## src/rtl/pcm_tx_pkg.sv

```systemverilog
package pcm_tx_pkg;

  // Strobes from the sequencer to the shift datapath
  typedef struct packed {
    logic load;    // capture the parallel word, sign bit first
    logic shift;   // present the next lower bit
    logic drvOn;   // turn the output driver on
    logic drvOff;  // turn the output driver off
  } txStrobe_t;

  typedef enum logic [1:0] {
    ST_IDLE,   // waiting for an allowed frame start
    ST_ARM,    // frame accepted, waiting for a bit clock rise
    ST_SHIFT,  // driver on, bits being presented
    ST_DRAIN   // last bit presented, waiting for the turn-off event
  } txState_t;

endpackage

```

## src/rtl/pcm_tx_sync.sv

```systemverilog
module pcm_tx_sync #(
  parameter int STAGES = 2
) (
  input  logic clk,
  input  logic rstN,
  input  logic asyncIn,
  output logic level,
  output logic rise,
  output logic fall
);

  logic [STAGES-1:0] chain;
  logic              lastLevel;

  always_ff @(posedge clk or negedge rstN) begin
    if (!rstN) begin
      chain     <= '0;
      lastLevel <= 1'b0;
    end else begin
      chain[0] <= asyncIn;
      for (int i = 1; i < STAGES; i++) chain[i] <= chain[i-1];
      lastLevel <= chain[STAGES-1];
    end
  end

  assign level = chain[STAGES-1];
  assign rise  = chain[STAGES-1] & ~lastLevel;
  assign fall  = ~chain[STAGES-1] & lastLevel;

endmodule

```

## src/rtl/pcm_tx_ctrl.sv

```systemverilog
module pcm_tx_ctrl
  import pcm_tx_pkg::*;
#(
  parameter int WORD_W   = 8,
  parameter int LONG_MIN = 3
) (
  input  logic      clk,
  input  logic      rstN,
  input  logic      portEn,
  input  logic      bclkLvl,
  input  logic      bclkRise,
  input  logic      bclkFall,
  input  logic      fsLvl,
  input  logic      fsRise,
  input  logic      fsFall,
  output txStrobe_t strobe
);

  localparam int CNT_W = $clog2(WORD_W + 1);
  localparam int WID_W = $clog2(LONG_MIN + 1);
  localparam logic [CNT_W-1:0] LAST_BIT = CNT_W'(WORD_W);
  localparam logic [WID_W-1:0] LONG_WID = WID_W'(LONG_MIN);
  localparam bit SINGLE_BIT = (WORD_W == 1);

  txState_t         state, stNext;
  logic [CNT_W-1:0] bitCnt, bitNext;
  logic [WID_W-1:0] widthCnt;
  logic [1:0]       syncCnt, syncAfter;
  logic             modeLong, frameLong, pulseUsed, fallSeen;
  logic             allow, longGo, shortGo, startLong, startShort, endNow;

  // count of syncs seen since enable, including one rising this cycle
  assign syncAfter  = (fsRise && syncCnt != 2'd2) ? syncCnt + 2'd1 : syncCnt;
  assign allow      = portEn && (syncAfter == 2'd2);
  assign longGo     = modeLong && fsRise;
  assign shortGo    = !modeLong && bclkFall && fsLvl && !pulseUsed;
  assign startLong  = (state == ST_IDLE) && allow && longGo;
  assign startShort = (state == ST_IDLE) && allow && shortGo;
  assign endNow     = frameLong ? ((fallSeen || bclkFall) && !fsLvl) : bclkFall;

  always_comb begin
    stNext  = state;
    bitNext = bitCnt;
    strobe  = '0;
    case (state)
      ST_IDLE: begin
        if (startLong) begin
          if (bclkLvl) begin
            strobe.load  = 1'b1;
            strobe.drvOn = 1'b1;
            bitNext      = CNT_W'(1);
            stNext       = SINGLE_BIT ? ST_DRAIN : ST_SHIFT;
          end else begin
            stNext = ST_ARM;
          end
        end else if (startShort) begin
          stNext = ST_ARM;
        end
      end
      ST_ARM: begin
        if (bclkRise) begin
          strobe.load  = 1'b1;
          strobe.drvOn = 1'b1;
          bitNext      = CNT_W'(1);
          stNext       = SINGLE_BIT ? ST_DRAIN : ST_SHIFT;
        end
      end
      ST_SHIFT: begin
        if (bclkRise) begin
          strobe.shift = 1'b1;
          bitNext      = bitCnt + CNT_W'(1);
          if (bitCnt + CNT_W'(1) == LAST_BIT) stNext = ST_DRAIN;
        end
      end
      ST_DRAIN: begin
        if (endNow) begin
          strobe.drvOff = 1'b1;
          stNext        = ST_IDLE;
        end
      end
      default: stNext = ST_IDLE;
    endcase
    if (!portEn) begin
      strobe        = '0;
      strobe.drvOff = 1'b1;
      stNext        = ST_IDLE;
      bitNext       = '0;
    end
  end

  always_ff @(posedge clk or negedge rstN) begin
    if (!rstN) begin
      state     <= ST_IDLE;
      bitCnt    <= '0;
      frameLong <= 1'b0;
      fallSeen  <= 1'b0;
      pulseUsed <= 1'b0;
    end else begin
      state    <= stNext;
      bitCnt   <= bitNext;
      fallSeen <= (state == ST_DRAIN) && (fallSeen || bclkFall);
      if (startLong) frameLong <= 1'b1;
      else if (startShort) frameLong <= 1'b0;
      if (startLong || startShort) pulseUsed <= 1'b1;
      else if (fsRise) pulseUsed <= 1'b0;
    end
  end

  // sync width measurement and format selection
  always_ff @(posedge clk or negedge rstN) begin
    if (!rstN) begin
      widthCnt <= '0;
      modeLong <= 1'b0;
      syncCnt  <= 2'd0;
    end else begin
      if (fsRise) widthCnt <= '0;
      else if (bclkFall && fsLvl && widthCnt != LONG_WID) widthCnt <= widthCnt + WID_W'(1);

      if (!portEn) begin
        modeLong <= 1'b0;
        syncCnt  <= 2'd0;
      end else begin
        syncCnt <= syncAfter;
        if (fsFall) begin
          if (widthCnt == WID_W'(1)) modeLong <= 1'b0;
          else if (widthCnt >= LONG_WID) modeLong <= 1'b1;
        end
      end
    end
  end


  bit_limit_chk: assert property (@(posedge clk) disable iff (!rstN)
    bitCnt <= LAST_BIT);


  disable_idle_chk: assert property (@(posedge clk) disable iff (!rstN)
    !portEn |=> (state == ST_IDLE));


  mode_change_chk: assert property (@(posedge clk) disable iff (!rstN)
    (modeLong != $past(modeLong)) |-> ($past(fsFall) || !$past(portEn)));

endmodule

```

## src/rtl/pcm_tx_dpath.sv

```systemverilog
module pcm_tx_dpath
  import pcm_tx_pkg::*;
#(
  parameter int WORD_W = 8
) (
  input  logic              clk,
  input  logic              rstN,
  input  txStrobe_t         strobe,
  input  logic [WORD_W-1:0] wordIn,
  output logic              txData,
  output logic              txOe,
  output logic              slotN
);

  localparam int MSB = WORD_W - 1;

  logic [WORD_W-1:0] shiftReg;
  logic              oeReg, slotReg;

  always_ff @(posedge clk or negedge rstN) begin
    if (!rstN) begin
      shiftReg <= '0;
      oeReg    <= 1'b0;
      slotReg  <= 1'b1;
    end else begin
      if (strobe.load) shiftReg <= wordIn;
      else if (strobe.shift) shiftReg <= {shiftReg[MSB-1:0], 1'b0};
      if (strobe.drvOff) begin
        oeReg   <= 1'b0;
        slotReg <= 1'b1;
      end else if (strobe.drvOn) begin
        oeReg   <= 1'b1;
        slotReg <= 1'b0;
      end
    end
  end

  assign txData = oeReg & shiftReg[MSB];
  assign txOe   = oeReg;
  assign slotN  = slotReg;


  sign_first_chk: assert property (@(posedge clk) disable iff (!rstN)
    $rose(txOe) |-> (txData == $past(wordIn[MSB])));


  data_hold_chk: assert property (@(posedge clk) disable iff (!rstN)
    (txOe && !strobe.shift && !strobe.drvOff) |=> (txData == $past(txData)));

endmodule

```

## src/rtl/pcm_tx_port.sv

```systemverilog
module pcm_tx_port
  import pcm_tx_pkg::*;
#(
  parameter int WORD_W      = 8,
  parameter int SYNC_STAGES = 2,
  parameter int LONG_MIN    = 3
) (
  input  logic              clk,
  input  logic              rstN,
  input  logic              portEn,
  input  logic              bitClk,
  input  logic              frameSync,
  input  logic [WORD_W-1:0] txWord,
  output logic              txData,
  output logic              txOe,
  output logic              slotN
);

  logic      bclkLvl, bclkRise, bclkFall;
  logic      fsLvl, fsRise, fsFall;
  txStrobe_t strobe;

  pcm_tx_sync #(.STAGES(SYNC_STAGES)) u_bclkSync (
    .clk(clk), .rstN(rstN), .asyncIn(bitClk),
    .level(bclkLvl), .rise(bclkRise), .fall(bclkFall)
  );

  pcm_tx_sync #(.STAGES(SYNC_STAGES)) u_fsSync (
    .clk(clk), .rstN(rstN), .asyncIn(frameSync),
    .level(fsLvl), .rise(fsRise), .fall(fsFall)
  );

  pcm_tx_ctrl #(.WORD_W(WORD_W), .LONG_MIN(LONG_MIN)) u_ctrl (
    .clk(clk), .rstN(rstN), .portEn(portEn),
    .bclkLvl(bclkLvl), .bclkRise(bclkRise), .bclkFall(bclkFall),
    .fsLvl(fsLvl), .fsRise(fsRise), .fsFall(fsFall),
    .strobe(strobe)
  );

  pcm_tx_dpath #(.WORD_W(WORD_W)) u_dpath (
    .clk(clk), .rstN(rstN), .strobe(strobe), .wordIn(txWord),
    .txData(txData), .txOe(txOe), .slotN(slotN)
  );

endmodule

```

## config.mk

```make
export PLATFORM = sky130hd
export DESIGN_NAME = pcm_tx_port
export DESIGN_NICKNAME = d
export VERILOG_FILES = /design/src/rtl/pcm_tx_pkg.sv /design/src/rtl/pcm_tx_sync.sv /design/src/rtl/pcm_tx_ctrl.sv /design/src/rtl/pcm_tx_dpath.sv /design/src/rtl/pcm_tx_port.sv
export SDC_FILE = /design/constraint.sdc
export NUM_CORES = 1
export LEC_CHECK = 0
export BUFFER_PORTS_ARGS = -buffer_cell sky130_fd_sc_hd__buf_4
export CORE_ASPECT_RATIO = 0.75
export CORE_MARGIN = 5
export CORE_UTILIZATION = 35
export CTS_CLUSTER_DIAMETER = 60
export DETAILED_ROUTE_END_ITERATION = 10
export SETUP_SLACK_MARGIN = 0.4
export SLEW_MARGIN = 20
export SYNTH_ARGS = -nofsm -noshare
export SYNTH_HDL_FRONTEND = slang
export SYNTH_SLANG_ARGS = --single-unit
```

## constraint.sdc

```tcl
create_clock -name clk -period 4.4 [get_ports clk]
set_clock_uncertainty 0.05 [all_clocks]
set_input_delay 0.44 -clock clk [delete_from_list [all_inputs] [get_ports clk]]
set_output_delay 0.44 -clock clk [all_outputs]
set_load 0.005 [all_outputs]
```

==> results of run 1 <==
power groups by stage:
stage               Combinational (mW)  Clock [mW]  Sequential [mW]
finish                           0.277       0.230            0.364
global route                     0.311       0.256            0.374
CTS                              0.279       0.236            0.366
detailed placement               0.278           0            0.371
global placement                 0.268           0            0.364
floorplan                        0.222           0            0.357
layer usage:
layer | track usage | wire (um) | part of all wire | up-vias
li1 | - | - | - | 557
met1 | 0.153 | 1490 | 0.47 | 582
met2 | 0.186 | 1480 | 0.47 | 21
met3 | 0.0416 | 143 | 0.046 | 4
met4 | 0.0528 | 31 | 0.0099 | 0
met5 | 0 | 0 | 0 | -
cell families after synthesis:
kind of cell / after synthesis / synth area share
fa+ha+maj: 8 / 0.0620
buf+inv: 17 / 0.0449
xor+xnor: 1 / 0.00542
compound gates: 36 / 0.160
simple gates: 34 / 0.125
flops: 30 / 0.466
mux: 17 / 0.136
worst max-delay path, stage by stage (launching register included):
cell	delay [ps]
dfrtp_1	410
inv_1	60
ha_1	230
nor3b_4	300
mux2_4	370
nor2_2	160
o221a_1	580
mux2_4	350
through the flow:
| stage | cell area [sq um] | hold slack [ps] | util | setup slack [ps] |
|---|---|---|---|---|
| floorplan | 1620 | 94.4 | - | 2190 |
| global placement | 1780 | 285 | 0.398 | 1880 |
| detailed placement | 1780 | 288 | 0.398 | 1790 |
| CTS | 1870 | 42.6 | 0.420 | 1760 |
| global route | 1870 | 54.6 | 0.420 | 1650 |
| finish | 1870 | 31.0 | 0.420 | 1790 |
synth_stat cells, drive strengths merged (2+ instances only):
master / instances
a211o: 2
a21oi: 5
a311oi: 2
and2: 2
buf: 2
dfrtp: 29
ha: 8
inv: 14
mux2: 16
nand2: 9
nand2b: 2
nand3: 4
nand4b: 2
nor2: 4
nor2b: 3
nor3b: 3
o21ai: 9
o21bai: 2
o31ai: 3
layout by cell type, fill, tap and decap left out, types with 3 or more instances in the layout:
master,synthesis,routed
ha_1,8,8
nor2_1,3,3
clkbuf_8,0,6
mux2_4,8,8
o21ai_0,9,9
mux2_2,8,8
dfrtp_1,29,29
nand3_1,4,4
nor2b_1,3,3
nand2_1,9,9
buf_4,0,15
a21oi_1,5,5
inv_1,14,14
state kept, by name, indices dropped and copies added, names as in the netlist:
signal,flops
u_ctrl.state,2
u_ctrl.widthCnt,2
u_ctrl.frameLong,1
u_dpath.txOe,1
u_fsSync.lastLevel,1
u_dpath.shiftReg,8
u_bclkSync.chain,2
u_dpath.slotN,1
u_ctrl.modeLong,1
u_ctrl.bitCnt,4
u_ctrl.pulseUsed,1
u_fsSync.chain,2
u_bclkSync.lastLevel,1
u_ctrl.fallSeen,1
u_ctrl.syncCnt,2
area by class of cell:
type / count / share of cell area
flip-flops and latches: 30 / 0.401
repair buffers: 15 / 0.0601
multi-input cells: 96 / 0.422
clock buffers: 6 / 0.0441
well taps: 57 / 0.0381
inverters: 14 / 0.0280
clock inverters: 2 / 0.00668
final timing paths:
| path | startpoint | to | slack (ps) | cells after the start |
|---|---|---|---|---|
| hold / removal | rstN | u_dpath.shiftReg[7] | 30 | 1 |
| setup / recovery | u_ctrl.syncCnt[0] | u_dpath.shiftReg[3] | 1790 | 7 |
| hold reg to reg | u_bclkSync.chain[0] | u_bclkSync.chain[1] | 300 | 0 |
| setup reg to reg | u_ctrl.syncCnt[0] | u_dpath.shiftReg[3] | 1790 | 7 |
| min in group clk | bitClk | u_bclkSync.chain[0] | 210 | 1 |
| max in group asynchronous | rstN | u_dpath.slotN | 3950 | 1 |
==> flow_metrics.env, run 1 <==
export IMPL_cts_inserted_buffers=5
export IMPL_multiInputGateArea_sq_um=791
export IMPL_setup_violations=0
export IMPL_htreeDepth=2
export IMPL_ir_worst_vdd_mv=0.205
export IMPL_ys_flop_type="dfrtp_1"
export IMPL_die_area_sq_um=6090
export IMPL_grt_pass1_vias=1197
export IMPL_sw_frac_of_total=0.322
export IMPL_synth_avg_cell_area_sq_um=11.3
export IMPL_start_util=0.362
export IMPL_synth_cells=143
export IMPL_grt_total_usage=0.120
export IMPL_p_leak_nw=0.854
export IMPL_synth_edf_count=0
export IMPL_path_class="reg2reg"
export IMPL_grt_overflow_total=0
export IMPL_relSlewSlack=0.609
export IMPL_area_growth_pct=16.0
export IMPL_post_cts_resized=0
export IMPL_setup_tns_ps=0
export IMPL_final_cells=220
export IMPL_cts_sinks=30
export IMPL_timing_critical_path_required_ps=4510
export IMPL_cts_root_buf="clkbuf_8"
export IMPL_die_h_um=68.8
export IMPL_clk_path_buf_depth=2
export IMPL_ff_latch_area_sq_um=752
export IMPL_power_switching_mw=0.280
export IMPL_diodes=0
export IMPL_nFillCells=449
export IMPL_std_cell_rows=21
export IMPL_worst_pin_slew_ps=587
export IMPL_finalHoldViolCount=0
export IMPL_ys_warnings_count=0
export IMPL_clkTransAtPathRegs_ps=70
export IMPL_rsz0062_at_grt="false"
export IMPL_total_power_mw=0.872
export IMPL_crit_fanout=10
export IMPL_first_pass_iters=4
export IMPL_worstSkewPairLatency_ps=280
export IMPL_wl_per_cell_um=14.3
export IMPL_cts_tree="yes"
export IMPL_outcome="finished, final reports clean"
export IMPL_critPathLaunchType="flip-flop"
export IMPL_hpwl_um=2380
export IMPL_maxCapViolCount=0
export IMPL_grt_antenna_before_repair=0
export IMPL_synthArstFlopShare=1.00
export IMPL_layout_drive_gt1_share=0.270
export IMPL_drv_slew=0
export IMPL_ys_ff_latch=30
export IMPL_yosys_top_cells_area="dfrtp_1 (45%), mux2_4 (7.4%), ha_1 (6.2%)"
export IMPL_p_int_mw=0.591
export IMPL_seqPwrFrac=0.418
export IMPL_io_buffers=15
export IMPL_syn_area_sq_um=1620
export IMPL_wl_um=3140
export IMPL_min_path_type="in2async"
export IMPL_nets=183
export IMPL_io_pins=16
export IMPL_routabilityCongestion=0.773
export IMPL_grt_pass1_wl_um=5510
export IMPL_drc=0
export IMPL_ant_nets=0
export IMPL_yosysTopAreaCell="dfrtp_1"
export IMPL_critPathCaptureType="flip-flop"
export IMPL_postCtsSetupRepairBufs=0
export IMPL_ys_types=46
export IMPL_fmax_mhz=383
export IMPL_vias=1164
export IMPL_dp_cells=212
export IMPL_die_x_um=88.4
export IMPL_synth_yosys_seq_area_share=0.466
export IMPL_yosysTopAreaCellShare=0.449
export IMPL_post_route_period_util=0.594
export IMPL_p_clk_frac=0.264
export IMPL_period_minus_slack_ps=2610
export IMPL_syn_num_nets=164
export IMPL_grt_max_degree=31
export IMPL_drt_iter0_drc=58
export IMPL_powerDensity_nw_per_um2=465
export IMPL_ctsHoldBuffers=0
export IMPL_viasPerCell=5.29
export IMPL_core_area_sq_um=4470
export IMPL_critPathArrivalTime_ps=2730
export IMPL_pwr_share_comb=0.318
Note: power is estimated with default switching activity, not from simulation.
==> inputs of run 2 (changes only) <==
==> constraint.sdc (replaced) <==
create_clock -name clk -period 2.3 [get_ports clk]
set_clock_uncertainty 0.05 [all_clocks]
set_input_delay 0.23 -clock clk [delete_from_list [all_inputs] [get_ports clk]]
set_output_delay 0.23 -clock clk [all_outputs]
set_load 0.005 [all_outputs]
==> run 2 against run 1 <==
  * Fmax is 23% higher
  * Worst setup slack worse by 1600 ps
  * Sequential share of layout area shrank 5.9 points
  * Largest power group is now combinational cells
  * Final cell count rose by 10%
  * Die area unchanged
  * Clock-buffer cell count fell by 1
  * Flip-flop and latch count unchanged
  * Wire length up 16%
  * Hold slack better by 99 ps
  * Critical path depth stayed put
  * Combinational power increased to 2.9 times the previous value
  * Largest cell class unchanged
  * Total power is 130% higher
==> flow_metrics.env, run 2 (synthesized netlist as in run 1, its figures left out) <==
export IMPL_powerDensity_nw_per_um2=919
export IMPL_area_growth_pct=36.2
export IMPL_worstSkewPairLatency_ps=280
export IMPL_rrSetupSlack_ps=180
export IMPL_clk_path_buf_depth=2
export IMPL_setup_violations=0
export IMPL_critPathCaptureType="flip-flop"
export IMPL_cp_cell_sequence="ha_4 -> nor3b_4 -> mux2_4 -> buf_6 -> o31ai_4 -> nand2_1 -> o41ai_2"
export IMPL_crit_fanout=4
export IMPL_grt_max_degree=31
export IMPL_cp_endpoint="u_ctrl.state[0]"
export IMPL_rr_endpoint="u_ctrl.state[0]"
export IMPL_grt_pass1_wl_um=6270
export IMPL_viasPerCell=5.05
export IMPL_path_class="reg2reg"
export IMPL_die_h_um=68.8
export IMPL_hpwl_um=2420
export IMPL_rr_startpoint="u_ctrl.syncCnt[1]"
export IMPL_cts_sinks=30
export IMPL_fmax_mhz=473
export IMPL_total_power_mw=2.02
export IMPL_nFillCells=402
export IMPL_crit_start="u_ctrl.syncCnt[1]"
export IMPL_period_minus_slack_ps=2120
export IMPL_cts_tree="yes"
export IMPL_drt_iter0_drc=36
export IMPL_grt_overflow_total=0
export IMPL_nets=205
export IMPL_layout_drive_gt1_share=0.405
export IMPL_ir_worst_vdd_mv=0.401
export IMPL_rsz0062_at_grt="true"
export IMPL_final_common_cell="dfrtp_1"
export IMPL_grt_antenna_before_repair=0
export IMPL_die_x_um=88.4
export IMPL_first_pass_iters=4
export IMPL_grt_total_usage=0.138
export IMPL_maxCapViolCount=0
export IMPL_std_cell_rows=21
export IMPL_reg_largest_list="u_dpath.shiftReg x8, u_ctrl.bitCnt x4"
export IMPL_largest_reg_flops=8
export IMPL_post_route_period_util=0.920
export IMPL_mostFrequentLayoutCells="dfrtp_1 (29), buf_4 (27), inv_1 (12)"
export IMPL_outcome="finished, final reports clean"
export IMPL_grt_pass1_vias=1328
export IMPL_drc=0
export IMPL_worst_pin_slew_ps=463
export IMPL_critPathArrivalTime_ps=2230
export IMPL_wl_per_cell_um=15.0
export IMPL_ant_nets=0
export IMPL_critPathLaunchType="flip-flop"
export IMPL_cts_inserted_buffers=5
export IMPL_relSlewSlack=0.690
export IMPL_start_util=0.362
export IMPL_min_path_type="in2reg"
export IMPL_pre_cts_slack_ps=67.7
export IMPL_worst_slack_ps=184
export IMPL_regMostFlops="u_dpath.shiftReg"
export IMPL_clkTransAtPathRegs_ps=60
export IMPL_vias=1222
export IMPL_io_buffers=15
export IMPL_worst_r2r_cell_count=7
export IMPL_finalHoldViolCount=0
export IMPL_drv_slew=0
export IMPL_io_pins=16
export IMPL_htreeDepth=2
export IMPL_core_area_sq_um=4470
export IMPL_wl_um=3640
export IMPL_diodes=0
export IMPL_critPathMaxStageDelay_ps=410
export IMPL_die_area_sq_um=6090
export IMPL_setup_tns_ps=0
export IMPL_cp_slowest_cell="dfrtp_1"
export IMPL_timing_critical_path_required_ps=2410
export IMPL_p_leak_nw=1.00
export IMPL_whs_path_depth=2
export IMPL_routabilityCongestion=0.818
export IMPL_cts_root_buf="clkbuf_8"
export IMPL_postLayoutCoreUtil=0.492
run 2: changes by cell type in the layout (fill, tap and decap cells not counted), moves of 3 or more:
cell,before,now
dlygate4sd3_1,0,3
buf_6,0,5
ha_1,8,5
o21ai_0,9,6
buf_4,15,27
run 2: worst min path at each step:
stage,from,endpoint,slack [ps]
floorplan,rstN,u_bclkSync.chain[0],-120
global placement,rstN,u_dpath.shiftReg[7],120
detailed placement,rstN,u_dpath.txOe,130
CTS,txWord[3],u_dpath.shiftReg[3],120
global route,txWord[4],u_dpath.shiftReg[4],110
finish,txWord[4],u_dpath.shiftReg[4],130
run 2: repair_timing:
action                                 4_1_cts  5_1_grt
gates cloned                                 1        0
pin swaps                                    8        4
endpoints found under the hold margin       31        0
setup buffers                               11        3
setup endpoints to repair                   16       16
resized for setup                           16        8
hold buffers                                 3        0
run 2: area by class of cell:
cell class / count / area (sq um) / area share
repair buffers: 37 / 337 / 0.153
inverters: 14 / 52.6 / 0.0239
flip-flops and latches: 30 / 752 / 0.342
multi-input cells: 96 / 878 / 0.399
well taps: 57 / 71.3 / 0.0324
clock buffers: 5 / 68.8 / 0.0313
clock inverters: 3 / 40.0 / 0.0182
run 2: layer usage:
layer  part of all wire  routed length, um  track usage
met1               0.48               1740        0.186
met2               0.48               1750        0.208
met3              0.036                131       0.0392
met4             0.0036                 13       0.0566
met5                  0                  0            0
run 2: worst max-delay path: cells and delay by family, from the launching register on:
| family | cells | cell delay [ps] |
|---|---|---|
| buf+inv | 1 | 130 |
| mux | 1 | 360 |
| simple gates | 2 | 320 |
| fa+ha+maj | 1 | 180 |
| compound gates | 2 | 550 |
| flops | 1 | 410 |
run 2: power by group:
| part | leakage [nW] | internal [mW] | switching [mW] |
|---|---|---|---|
| sequential | 0.389 | 0.625 | 0.0714 |
| combinational | 0.553 | 0.444 | 0.368 |
| clock | 0.0579 | 0.318 | 0.194 |
| total | 1.00 | 1.39 | 0.634 |
run 2: stage by stage:
stage	hold WS, ps	std cells	area, sq um
3_3_place_gp	123	216	1830
2_1_floorplan	-116	143	1620
5_1_grt	111	242	2200
3_5_place_dp	132	216	1830
6_report	130	242	2200
4_1_cts	119	239	2150
==> inputs of run 3 (changes only) <==
--- a/config.mk
+++ b/config.mk
@@ -15,4 +15,5 @@
 export SLEW_MARGIN = 20
 export SYNTH_ARGS = -nofsm -noshare
 export SYNTH_HDL_FRONTEND = slang
+export SYNTH_HIERARCHICAL = 1
 export SYNTH_SLANG_ARGS = --single-unit
==> run 3 against run 2 <==
  * Register-to-register slack gained 150 ps
  * Sequential power grew 3.2%
  * Sequential share of layout area grew 1.5 points
  * Synthesized cell count grew 9.8%
  * Critical path depth grew 3
  * Final cell count grew 5.4%
  * Critical path type unchanged
==> flow_metrics.env, run 3 <==
export IMPL_period_minus_slack_ps=1970
export IMPL_cts_root_buf="clkbuf_8"
export IMPL_setup_tns_ps=0
export IMPL_synth_avg_cell_area_sq_um=9.99
export IMPL_std_cell_rows=21
export IMPL_p_leak_nw=0.954
export IMPL_ant_nets=0
export IMPL_wl_per_cell_um=13.6
export IMPL_io_pins=16
export IMPL_drt_iter0_drc=69
export IMPL_synth_yosys_seq_area_share=0.480
export IMPL_cts_sinks=30
export IMPL_synthArstFlopShare=1.00
export IMPL_mostFrequentLayoutCells="buf_4 (31), dfrtp_1 (29), nor2_1 (13)"
export IMPL_clk_path_buf_depth=2
export IMPL_critPathMaxStageDelay_ps=400
export IMPL_critPathCaptureType="flip-flop"
export IMPL_critPathArrivalTime_ps=2120
export IMPL_maxCapViolCount=0
export IMPL_worstSkewPairLatency_ps=280
export IMPL_outcome="finished, final reports clean"
export IMPL_regMostFlops="u_dpath/shiftReg"
export IMPL_synth_most_common_cell="dfrtp_1"
export IMPL_area_growth_pct=34.4
export IMPL_first_pass_iters=4
export IMPL_setup_violations=0
export IMPL_diodes=0
export IMPL_yosys_top_cells_count="dfrtp_1 (29), nand2_1 (19), nor2_1 (13)"
export IMPL_hpwl_um=2390
export IMPL_cp_cell_sequence="inv_2 -> ha_4 -> nor3b_4 -> a22o_4 -> and2_4 -> nand2_4 -> a21oi_4 -> buf_6 -> nand2_1 -> o21ai_1"
export IMPL_critPathTopFamily="compound AO/OA/AOI/OAI gates"
export IMPL_syn_num_nets=178
export IMPL_path_buf_inv=2
export IMPL_syn_area_sq_um=1570
export IMPL_final_common_cell="buf_4"
export IMPL_yosysTopAreaCellShare=0.463
export IMPL_drv_slew=0
export IMPL_vias=1257
export IMPL_total_power_mw=1.73
export IMPL_layout_drive_gt1_share=0.348
export IMPL_die_h_um=68.0
export IMPL_reg_largest_list="u_dpath/shiftReg x8, u_ctrl/bitCnt x4"
export IMPL_relSlewSlack=0.743
export IMPL_largest_reg_flops=8
export IMPL_grt_max_degree=31
export IMPL_powerDensity_nw_per_um2=821
export IMPL_io_buffers=15
export IMPL_nFillCells=403
export IMPL_wl_um=3480
export IMPL_yosysTopAreaCell="dfrtp_1"
export IMPL_clkTransAtPathRegs_ps=70
export IMPL_worst_pin_slew_ps=386
export IMPL_ys_flop_type="dfrtp_1"
export IMPL_die_area_sq_um=5930
export IMPL_critPathLaunchType="flip-flop"
export IMPL_start_util=0.357
export IMPL_ys_types=37
export IMPL_rsz0062_at_grt="true"
export IMPL_fmax_mhz=508
export IMPL_timing_critical_path_required_ps=2450
export IMPL_post_route_period_util=0.855
export IMPL_yosys_top_cells_area="dfrtp_1 (46%), ha_1 (6.4%), mux2i_1 (5.1%)"
export IMPL_synth_edf_count=0
export IMPL_core_area_sq_um=4390
export IMPL_nets=218
export IMPL_finalHoldViolCount=0
export IMPL_cp_slowest_cell="dfrtp_1"
export IMPL_grt_pass1_vias=1247
export IMPL_min_path_type="in2reg"
export IMPL_postLayoutCoreUtil=0.480
export IMPL_die_x_um=87.3
export IMPL_ys_ff_latch=30
export IMPL_grt_pass1_wl_um=5840
export IMPL_ir_worst_vdd_mv=0.515
export IMPL_crit_fanout=6
export IMPL_whs_ps=103
export IMPL_synth_cells=157
export IMPL_path_class="reg2reg"
export IMPL_routabilityCongestion=0.860
export IMPL_grt_total_usage=0.132
export IMPL_htreeDepth=2
export IMPL_cts_tree="yes"
export IMPL_grt_overflow_total=0
export IMPL_drc=0
export IMPL_viasPerCell=4.93
export IMPL_cts_inserted_buffers=5
export IMPL_grt_antenna_before_repair=0
export IMPL_ys_warnings_count=6
==> run 3: changes by cell type after synthesis, sizes merged, moves of 3 or more <==
cell	delta
nor2	+9
a21oi	+3
mux2	-15
nor2b	+3
inv	-3
o21ai	+5
nand2	+10
mux2i	+7
==> run 3: metal layers <==
metal  GRT usage  share of wire  up-vias
li1            -              -      622
met2       0.199           0.46       16
met4      0.0556          0.013        0
met5           0              0        -
met3      0.0373          0.040        5
met1       0.179           0.49      614
==> run 3: metrics by stage <==
| step | std cells | area (sq um) | setup slack [ps] |
|---|---|---|---|
| 2_1_floorplan | 157 | 1600 | 394 |
| 3_3_place_gp | 228 | 1770 | 256 |
| 3_5_place_dp | 228 | 1770 | 142 |
| 4_1_cts | 249 | 2030 | 363 |
| 5_1_grt | 255 | 2110 | 223 |
| 6_report | 255 | 2110 | 332 |
==> run 3: kinds of logic (layout without fill, tap and decap cells) <==
kind of cell	count (synthesis)	count (layout)	share of synthesized area
simple gates	56	56	0.179
compound gates	36	36	0.155
flops	30	30	0.480
buf+inv	15	56	0.0479
mux	9	9	0.0583
fa+ha+maj	8	8	0.0638
xor+xnor	3	3	0.0168
==> run 3: path summary, 6_finish.rpt <==
check                             startpoint                   to  slack [ps]  depth (start not counted)
min reg2reg                u_fsSync/chain[0]    u_fsSync/chain[1]         300                          0
min                                txWord[2]  u_dpath/shiftReg[2]         100                          3
max in group asynchronous               rstN        u_dpath/slotN        1520                          2
min in group asynchronous               rstN    u_ctrl/syncCnt[1]         360                          2
max                        u_ctrl/syncCnt[0]  u_dpath/shiftReg[5]         330                         10
max reg2reg                u_ctrl/syncCnt[0]  u_dpath/shiftReg[5]         330                         10
==> run 3: what timing repair did <==
action | 4_1_cts | 5_1_grt
hold buffers | 3 | 0
gates resized for setup | 13 | 12
pin swaps | 4 | 4
gates cloned | 1 | 0
setup endpoints to repair | 15 | 14
hold endpoints to repair | 31 | 0
buffers inserted | 9 | 6
==> run 3: area by class of cell <==
type / instances / area (sq um) / share of cell area
timing repair buffer: 37 / 297 / 0.141
clock inverter: 2 / 12.5 / 0.00594
tap: 57 / 71.3 / 0.0338
multi-input combinational: 112 / 851 / 0.404
sequential: 30 / 752 / 0.357
clock buffer: 6 / 82.6 / 0.0392
inverter: 11 / 41.3 / 0.0196
==> run 3: report_power, final <==
group / total, mW / switching (mW) / internal, mW
clock: 0.447 / 0.207 / 0.240
combinational: 0.565 / 0.290 / 0.275
sequential: 0.718 / 0.0816 / 0.636
==> run 3: worst register-to-register path, delay by kind of cell, from the launching register on <==
family,cells,cell delay (ps)
DFF,1,400
AOI/OAI and AO/OA,3,520
buffers and inverters,2,250
adders and majority gates,1,200
and+or+nand+nor,4,490
